[config.mk]
export PLATFORM = sky130hd
export DESIGN_NAME = cbu_commit_unit
export DESIGN_NICKNAME = d
export VERILOG_FILES = /design/src/rtl/cbu_pkg.sv /design/src/rtl/cbu_rotate.sv /design/src/rtl/cbu_run_len.sv /design/src/rtl/cbu_flag_store.sv /design/src/rtl/cbu_commit_unit.sv
export SDC_FILE = /design/constraint.sdc
export NUM_CORES = 1
export LEC_CHECK = 0
export ABC_AREA = 1
export BUFFER_PORTS_ARGS = -buffer_cell sky130_fd_sc_hd__buf_2
export CAP_MARGIN = 30
export CORE_UTILIZATION = 35
export DETAILED_ROUTE_END_ITERATION = 16
export GPL_TIMING_DRIVEN = 0
export PLACE_DENSITY = 0.55
export SYNTH_ARGS = -nofsm -noshare
export SYNTH_HDL_FRONTEND = slang
export SYNTH_SLANG_ARGS = --single-unit
[constraint.sdc]
create_clock -name clk -period 30.1 [get_ports clk]
set_clock_uncertainty 0.1 [all_clocks]
set_input_delay 6.02 -clock clk [delete_from_list [all_inputs] [get_ports clk]]
set_output_delay 6.02 -clock clk [all_outputs]
set_load 0.005 [all_outputs]
[src/rtl/cbu_pkg.sv]
package cbu_pkg;
  localparam int unsigned CBU_DEF_DEPTH = 64;

  typedef enum logic {
    ROT_RIGHT = 1'b0,
    ROT_LEFT  = 1'b1
  } rot_dir_e;
endpackage

[src/rtl/cbu_rotate.sv]
module cbu_rotate
  import cbu_pkg::*;
#(
  parameter int unsigned DEPTH = CBU_DEF_DEPTH,
  parameter rot_dir_e    DIR   = ROT_RIGHT,
  localparam int unsigned AMT_W = $clog2(DEPTH)
) (
  input  logic [DEPTH-1:0] vec_i,
  input  logic [AMT_W-1:0] amt_i,
  output logic [DEPTH-1:0] vec_o
);
  logic [2*DEPTH-1:0] dbl;
  logic [2*DEPTH-1:0] shifted;

  assign dbl = {vec_i, vec_i};

  generate
    if (DIR == ROT_RIGHT) begin : g_right
      // slot at amt_i lands in bit 0
      assign shifted = dbl >> amt_i;
      assign vec_o   = shifted[DEPTH-1:0];
    end else begin : g_left
      // bit 0 returns to slot amt_i
      assign shifted = dbl << amt_i;
      assign vec_o   = shifted[2*DEPTH-1:DEPTH];
    end
  endgenerate
endmodule

[src/rtl/cbu_run_len.sv]
module cbu_run_len #(
  parameter int unsigned DEPTH = 64,
  localparam int unsigned CNT_W = $clog2(DEPTH) + 1
) (
  input  logic [DEPTH-1:0] rot_i,
  output logic [DEPTH-1:0] run_o,
  output logic [CNT_W-1:0] len_o
);
  // prefix AND: run_o[i] set only if bits 0..i are all set
  logic [DEPTH-1:0] pre;

  assign pre[0] = rot_i[0];
  generate
    for (genvar i = 1; i < DEPTH; i++) begin : g_pre
      assign pre[i] = pre[i-1] & rot_i[i];
    end
  endgenerate

  assign run_o = pre;

  always_comb begin
    len_o = '0;
    for (int k = 0; k < DEPTH; k++) begin
      len_o = len_o + CNT_W'(pre[k]);
    end
  end
endmodule

[src/rtl/cbu_flag_store.sv]
module cbu_flag_store #(
  parameter int unsigned DEPTH = 64,
  localparam int unsigned IDX_W = $clog2(DEPTH)
) (
  input  logic             clk,
  input  logic             rst_n,
  input  logic             set_req,
  input  logic [IDX_W-1:0] set_idx,
  input  logic             upd_req,
  input  logic [DEPTH-1:0] clr_mask_i,
  output logic [DEPTH-1:0] merged_o,
  output logic             dup_err_o
);
  logic [DEPTH-1:0] flags_q, flags_d;
  logic [DEPTH-1:0] set_vec;
  logic             dup_q, dup_d;
  logic             flags_en;

  // next state: set first, then the update's clear
  always_comb begin
    set_vec = '0;
    if (set_req) set_vec[set_idx] = 1'b1;
    merged_o = flags_q | set_vec;
    flags_d  = merged_o & ~clr_mask_i;
    flags_en = set_req | upd_req;
    dup_d    = dup_q | (set_req & flags_q[set_idx]);
  end

  always_ff @(posedge clk or negedge rst_n) begin
    if (!rst_n) begin
      flags_q <= '0;
    end else if (flags_en) begin
      flags_q <= flags_d;
    end
  end

  always_ff @(posedge clk or negedge rst_n) begin
    if (!rst_n) begin
      dup_q <= 1'b0;
    end else if (set_req) begin
      dup_q <= dup_d;
    end
  end

  assign dup_err_o = dup_q;
endmodule

[src/rtl/cbu_commit_unit.sv]
module cbu_commit_unit
  import cbu_pkg::*;
#(
  parameter int unsigned DEPTH = CBU_DEF_DEPTH,
  localparam int unsigned IDX_W = $clog2(DEPTH),
  localparam int unsigned CNT_W = IDX_W + 1
) (
  input  logic             clk,
  input  logic             rst_n,
  input  logic             set_req,
  input  logic [IDX_W-1:0] set_idx,
  input  logic             upd_req,
  output logic             upd_valid,
  output logic [IDX_W-1:0] upd_ptr,
  output logic [CNT_W-1:0] upd_count,
  output logic             dup_err
);
  logic [IDX_W-1:0] head_q, head_d;
  logic [IDX_W-1:0] ptr_q, ptr_d;
  logic [CNT_W-1:0] cnt_q, cnt_d;
  logic             valid_q;

  logic [DEPTH-1:0] merged;
  logic [DEPTH-1:0] rot_view;
  logic [DEPTH-1:0] run_rot;
  logic [DEPTH-1:0] run_abs;
  logic [DEPTH-1:0] clr_mask;
  logic [CNT_W-1:0] run_len;

  cbu_flag_store #(.DEPTH(DEPTH)) u_store (
    .clk        (clk),
    .rst_n      (rst_n),
    .set_req    (set_req),
    .set_idx    (set_idx),
    .upd_req    (upd_req),
    .clr_mask_i (clr_mask),
    .merged_o   (merged),
    .dup_err_o  (dup_err)
  );

  cbu_rotate #(.DEPTH(DEPTH), .DIR(ROT_RIGHT)) u_rot_in (
    .vec_i (merged),
    .amt_i (head_q),
    .vec_o (rot_view)
  );

  cbu_run_len #(.DEPTH(DEPTH)) u_run (
    .rot_i (rot_view),
    .run_o (run_rot),
    .len_o (run_len)
  );

  cbu_rotate #(.DEPTH(DEPTH), .DIR(ROT_LEFT)) u_rot_out (
    .vec_i (run_rot),
    .amt_i (head_q),
    .vec_o (run_abs)
  );

  always_comb begin
    clr_mask = upd_req ? run_abs : '0;
    head_d   = head_q;
    ptr_d    = ptr_q;
    cnt_d    = cnt_q;
    if (upd_req) begin
      cnt_d  = run_len;
      head_d = head_q + run_len[IDX_W-1:0];
      if (run_len != '0) begin
        ptr_d = head_q + run_len[IDX_W-1:0] - IDX_W'(1);
      end
    end
  end

  always_ff @(posedge clk or negedge rst_n) begin
    if (!rst_n) begin
      head_q <= '0;
      ptr_q  <= IDX_W'(DEPTH - 1);
      cnt_q  <= '0;
    end else if (upd_req) begin
      head_q <= head_d;
      ptr_q  <= ptr_d;
      cnt_q  <= cnt_d;
    end
  end

  always_ff @(posedge clk or negedge rst_n) begin
    if (!rst_n) begin
      valid_q <= 1'b0;
    end else begin
      valid_q <= upd_req;
    end
  end

  assign upd_valid = valid_q;
  assign upd_ptr   = ptr_q;
  assign upd_count = cnt_q;
endmodule

# [Word level (Yosys, flattened, before mapping)]
# Index checks and enable logic that the tools add are counted.
[word_totals] register_bits=85 input_bits=10 latch_bits=0 mem_count=0 ramBits=0 out_inout_bits=15 romBits=0
[op_classes] n_eq_ne=0 muxes=6 add_sub_neg=65 div=0 reduce_logical=3 n_shift=2 multipliers=0 order_cmp=2 n_bitwise=69
[op_table] op="adder 7 x 1 -> 7 bit" count=62
[op_table] op="two-way mux 64 bit" count=2
[op_table] op="<< shifter 128 x 6 -> 128 bit" count=1
[op_table] op=">> shifter 128 x 6 -> 64 bit" count=1
[op_table] op="AND 1 bit" count=64
[op_table] op="AND 64 bit" count=1
[op_table] op="inverter 64 bit" count=1
[op_table] op="bitwise OR 64 bit" count=1
[op_table] op="< comparator 6 x 7 -> 1 bit (second input constant)" count=1
[op_table] op="nonzero test 7 bit" count=1
[op_table] op="adder 6 bit" count=1
[op_table] op="binary-select mux 1 bit (select 6 bit)" count=1
[op_table] op="demux 1 bit (select 6 bit)" count=1
[op_table] op=">= comparator 6 x 1 -> 1 bit (second input constant)" count=1
[op_table] op="subtractor 6 x 1 -> 6 bit (second input constant)" count=1
[op_table] op="adder 1 x 1 -> 2 bit" count=1
[op_table] op="two-way mux 1 bit" count=2
[op_table] op="bitwise OR 1 bit" count=2
[op_table] op="AND reduction 2 bit" count=1
[op_table] op="logical AND 1 bit" count=1

# [Logic depth before layout (Yosys ltp)]
[depth] ltp_word=74 ltp_mapped=76 mapped_depth_nobuf=75

# [Modules after synthesis]
# A second synthesis with hierarchy kept.
[hier_totals] cells_unflattened=3070 hier_area_um2=17052.6
[modules_own_cells] mod="cbu_rotate at u_rot_in" area_per_inst_um2=4460.5 cells_each=980 instances=1
[modules_own_cells] mod="cbu_rotate at u_rot_out" area_per_inst_um2=4455.5 cells_each=980 instances=1
[modules_own_cells] mod="cbu_flag_store" area_per_inst_um2=3990.1 cells_each=535 instances=1
[modules_own_cells] mod="cbu_run_len" area_per_inst_um2=2499.9 cells_each=293 instances=1
[modules_own_cells] mod="cbu_commit_unit" area_per_inst_um2=1646.6 cells_each=282 instances=1

# [Least setup slack after synthesis]
# Ideal clock, no wire load.
[synth_timing] path_type="in2reg" start="input port set_req" end="register ptr_q[5] (netlist: upd_ptr[5])" setup_slack_ps=12067 t_arrival_ps=17843 setup_ps=89 stages=65 cell_sequence="buf_4 > nand2_2 > nor2_2 > buf_4 > nand2_1 > nand3_1 > nand3_1 > nand3_1 > nand3_1 > nand3_1 > nand3_1 > nand2_1 > nand3_4 > nor2_4 > nand4_4 > nor2_4 > nand4_2 > nor2_4 > (+29 left out) > fa_1 > fa_1 > fa_1 > fa_1 > inv_1 > fa_1 > inv_1 > fa_1 > ha_1 > a21o_1 > a21oi_1 > or2_2 > nand2_1 > a21oi_1 > xor2_1 > xor2_1 > xnor2_1 > a21oi_1"
[synth_via] elab_chain_len=69
[synth_lines] item="start, declared" line="cbu_commit_unit.sv:10" source="input logic set_req,"
[synth_lines] item="two-way mux 64 bit *" line="cbu_flag_store.sv:22" source="if (set_req) set_vec[set_idx] = 1'b1;"
[synth_lines] item="bitwise OR 64 bit *" line="cbu_flag_store.sv:23" source="merged_o = flags_q | set_vec;"
[synth_lines] item=">> shifter 128 x 6 -> 64 bit *" line="cbu_rotate.sv:20" source="assign shifted = dbl >> amt_i;"
[synth_lines] item="AND 1 bit" line="cbu_run_len.sv:15" source="assign pre[i] = pre[i-1] & rot_i[i];"
[synth_lines] item="adder 1 x 1 -> 2 bit or AND 1 bit (tied branches)" line="cbu_run_len.sv:24, cbu_run_len.sv:15"
[synth_lines] item="adder 7 x 1 -> 7 bit or AND 1 bit (tied branches) (61 in a row)" line="cbu_run_len.sv:24, cbu_run_len.sv:15"
[synth_lines] item="adder 7 x 1 -> 7 bit *" line="cbu_run_len.sv:24" source="len_o = len_o + CNT_W'(pre[k]);"
[synth_lines] item="named net cnt_d[1]" line="cbu_commit_unit.sv:20" source="logic [CNT_W-1:0] cnt_q, cnt_d;"
[synth_lines] item="adder 6 bit or nonzero test 7 bit (tied branches)" line="cbu_commit_unit.sv:68, cbu_commit_unit.sv:67"
[synth_lines] item="subtractor 6 x 1 -> 6 bit or AND reduction 2 bit (tied branches)"
[synth_lines] item="end signal, assigned" line="cbu_commit_unit.sv:76" source="ptr_q <= IDX_W'(DEPTH - 1);"
[synth_lines] item="end signal, assigned" line="cbu_commit_unit.sv:80" source="ptr_q <= ptr_d;"
[synth_lines] item="end, declared" line="cbu_commit_unit.sv:19" source="logic [IDX_W-1:0] ptr_q, ptr_d;"
# Mark *: on every way through the listed nets, which the timed path passes. The rest lies on a longest branch.
# A chain may end at the register's enable or synchronous reset.

# [Worst setup path in the final report]
[layout_timing] start="input port set_idx[0]" end="register ptr_q[5] (netlist: upd_ptr[5])"
[layout_via] elab_chain_len=73
[layout_lines] item="start, declared" line="cbu_commit_unit.sv:11" source="input logic [IDX_W-1:0] set_idx,"
[layout_lines] item="< comparator 6 x 7 -> 1 bit (not written as such) or >= comparator 6 x 1 -> 1 bit (tied branches)" line="cbu_flag_store.sv:22"
[layout_lines] item="logical AND 1 bit (not written as such)" line="cbu_flag_store.sv:22"
[layout_lines] item="two-way mux 1 bit (not written as such)" line="cbu_flag_store.sv:22"
[layout_lines] item="demux 1 bit (select 6 bit) *"
[layout_lines] item="two-way mux 64 bit *" line="cbu_flag_store.sv:22"
[layout_lines] item="bitwise OR 64 bit *" line="cbu_flag_store.sv:23"
[layout_lines] item=">> shifter 128 x 6 -> 64 bit *" line="cbu_rotate.sv:20"
[layout_lines] item="AND 1 bit" line="cbu_run_len.sv:15"
[layout_lines] item="adder 1 x 1 -> 2 bit or AND 1 bit (tied branches)" line="cbu_run_len.sv:24, cbu_run_len.sv:15"
[layout_lines] item="adder 7 x 1 -> 7 bit or AND 1 bit (tied branches) (61 in a row)" line="cbu_run_len.sv:24, cbu_run_len.sv:15"
[layout_lines] item="adder 7 x 1 -> 7 bit *" line="cbu_run_len.sv:24"
[layout_lines] item="named net cnt_d[1]" line="cbu_commit_unit.sv:20"
[layout_lines] item="adder 6 bit or nonzero test 7 bit (tied branches)" line="cbu_commit_unit.sv:68, cbu_commit_unit.sv:67"
[layout_lines] item="subtractor 6 x 1 -> 6 bit or AND reduction 2 bit (tied branches)"
# Marks and branches as above.

==> flow_summary.json <==
{
  "synth-simple-area-share": 0.470,
  "routed_wl_um": 99900,
  "firstDrtPassIters": 9,
  "cts_resized": 0,
  "hold_path_end": "u_store.dup_err_o",
  "initial_core_util": 0.357,
  "postLayoutCellArea_um2": 17100,
  "slowest_delay_ns": 0.56,
  "yosysSeqAreaShare": 0.135,
  "grt_max_degree": 66,
  "finalSetupViolations": 0,
  "muxShareOfSynthArea": 0.00766,
  "synth_compound_area_frac": 0.181,
  "synth_xor_area_frac": 0.00498,
  "fp.dieW_um": 215,
  "post-route-period-util": 0.683,
  "dpl.hpwl_um": 83800,
  "hold_depth": 1,
  "drive_gt1_frac": 0.0604,
  "tns_ns": 0,
  "max_slew_margin": 0.276,
  "portBuffers": 23,
  "drtIter0Drc": 3169,
  "fin_ws_ns": 9.53,
  "timing.final.hold_violations": 0,
  "gr-total-overflow": 0,
  "synth_flop_cell": "dfrtp_1",
  "cts.reportedPaths.clkPinSlew_ns": 0.07,
  "grt_pass1_vias": 19500,
  "placed_area_um2": 16700,
  "cp_common_cell": "nor2_4",
  "cts_tree": "yes",
  "hold_buffers": 0,
  "start_kind": "primary input",
  "rrSetupSlack_ns": 14.68,
  "cap_violations": 0,
  "yosys_warnings": 0,
  "die_area_um2": 46100,
  "outcome": "finished, final reports clean",
  "postSynthCellCount": 2790,
  "p_leak_nw": 8.64,
  "wl_per_cell_um": 29.2,
  "drc": 0,
  "synthAdderAreaFrac": 0.0869,
  "cts_htree_levels": 3,
  "final_common_cell": "nand2_1",
  "rows": 77,
  "reg2reg_depth": 56,
  "cts_sinks": 85,
  "r2r-start": "head_q[3]",
  "ys_seq_elements": 85,
  "detail-route-antenna-nets": 0,
  "dieHeight_um": 215,
  "syn_to_final_growth_pct": 7.94,
  "gr-usage-all-layers": 0.424,
  "hold_path_class": "flip-flop to flip-flop",
  "cp.required_ns": 30.28,
  "slew_violations": 0,
  "postSynthAreaPerCell_um2": 5.68,
  "synth-edff-count": 0,
  "hold_path_startpoint": "u_store.dup_err_o",
  "crit_path_max_fanout": 10,
  "pre_cts_ws_ns": 9.38,
  "synth_top_family_by_area": "simple AND/OR/NAND/NOR gates",
  "core_area_um2": 44400,
  "cts_buffer_depth": 2,
  "fin_nets": 2914,
  "via_count": 21200,
  "crit_type": "primary input to flip-flop",
  "antenna_found_initial": 2,
  "vias_per_cell": 6.19,
  "ios": 25,
  "timing.fmax_ghz": 0.0486,
  "async_reset_ff_frac": 1.00,
  "crit_path_end_kind": "flip-flop",
  "post-cts-setup-buffers": 0,
  "rsz0062_at_grt": "false",
  "cp.arrival_ns": 20.75,
  "grt_pass1_wl_um": 140000,
  "tightest_slew_ns": 1.08,
  "gp_congestion": 1.06,
  "timing.rr.end": "upd_ptr[5]",
  "synth_nets": 2877,
  "synth_cell_types": 52,
  "syn-cell-area_um2": 15800,
  "final_cell_mix": "833 x nand2_1, 632 x nand3_1, 266 x o21ai_0",
  "cts_root_buf": "clkbuf_16",
  "irDropWorstVdd_v": 0.0000907,
  "cp_slowest_cell": "fa_1",
  "clkLatencyLatePin_ns": 0.38,
  "period_needed_ns": 20.57,
  "cts_buffers": 9,
  "powerDensity_nw_per_um2": 125
}
[metrics by stage]
stage / utilization / instances / hold WS (ns) / power [mW]
detailed placement: 0.376 / 3406 / 0.361 / 1.89
floorplan: - / 2790 / 0.365 / 1.21
global route: 0.385 / 3424 / 0.405 / 2.23
finish: 0.385 / 3426 / 0.382 / 2.14
CTS: 0.384 / 3422 / 0.381 / 2.03
global placement: 0.376 / 3405 / 0.358 / 1.89
[cell usage after synthesis, drive strengths merged, types with 4 or more instances]
library cell / count / area [um2]
a21boi: 9 / 67.6
a21oi: 166 / 831
a221oi: 5 / 43.8
a22oi: 8 / 60.1
a31oi: 42 / 263
buf: 110 / 510
clkbuf: 84 / 315
dfrtp: 79 / 1980
dfstp: 6 / 158
fa: 55 / 1100
ha: 22 / 275
inv: 262 / 986
mux2i: 11 / 110
nand2: 840 / 3170
nand3: 637 / 3230
nand3b: 14 / 109
nand4: 18 / 279
nor2: 92 / 569
o2111ai: 6 / 52.6
o211ai: 4 / 30.0
o21a: 8 / 60.1
o21ai: 277 / 1390
o22ai: 4 / 25.0
or2: 8 / 50.1
xor2: 6 / 52.6
[power breakdown]
part	internal [mW]	switching (mW)
clock network	0.0823	0.0553
logic	0.434	1.40
registers	0.141	0.0237
total	0.658	1.48
[cell families after synthesis]
family | count (synthesis)
compound gates | 534
xor+xnor | 9
fa+ha+maj | 77
buf+inv | 458
flops | 85
mux | 12
simple gates | 1615
[routing by layer]
metal,track usage,wire [um],up-vias
met1,0.549,39500,10100
li1,-,-,9399
met2,0.667,44100,1420
met4,0.191,5280,0
met5,0,0,-
met3,0.102,11000,252
[flip-flops by register name, summed over array words and instances (netlist names)]
signal	cells
u_store.dup_err_o	1
u_store.flags_q	64
upd_valid	1
upd_ptr	6
upd_count	7
head_q	6
[critical path: cells and delay by family]
kind / cells / cell delay [ns]
xor+xnor: 3 / 0.60
compound gates: 4 / 0.62
buf+inv: 4 / 0.60
fa+ha+maj: 10 / 4.78
simple gates: 43 / 8.07
[area by class of cell]
class | instances | area (um2)
timing repair buffer | 26 | 160
clock buffer | 9 | 225
buffer | 194 | 826
multi-input combinational | 2247 | 11900
antenna | 2 | 5.00
clock inverter | 7 | 126
sequential | 85 | 2130
fill | 5095 | 27300
inverter | 264 | 993
tap | 592 | 741
[worst max path at each step]
stage | cells past startpoint | slack (ns) | startpoint | to
finish | 64 | 9.53 | set_idx[0] | upd_ptr[5]
global route | 64 | 8.75 | set_idx[0] | upd_ptr[5]
global placement | 63 | 9.50 | set_idx[0] | head_q[5]
CTS | 64 | 9.68 | set_idx[0] | upd_ptr[5]
detailed placement | 64 | 9.38 | set_idx[0] | upd_ptr[5]
floorplan | 65 | 12.07 | set_req | upd_ptr[5]
Note: power is estimated with default switching activity, not from simulation.
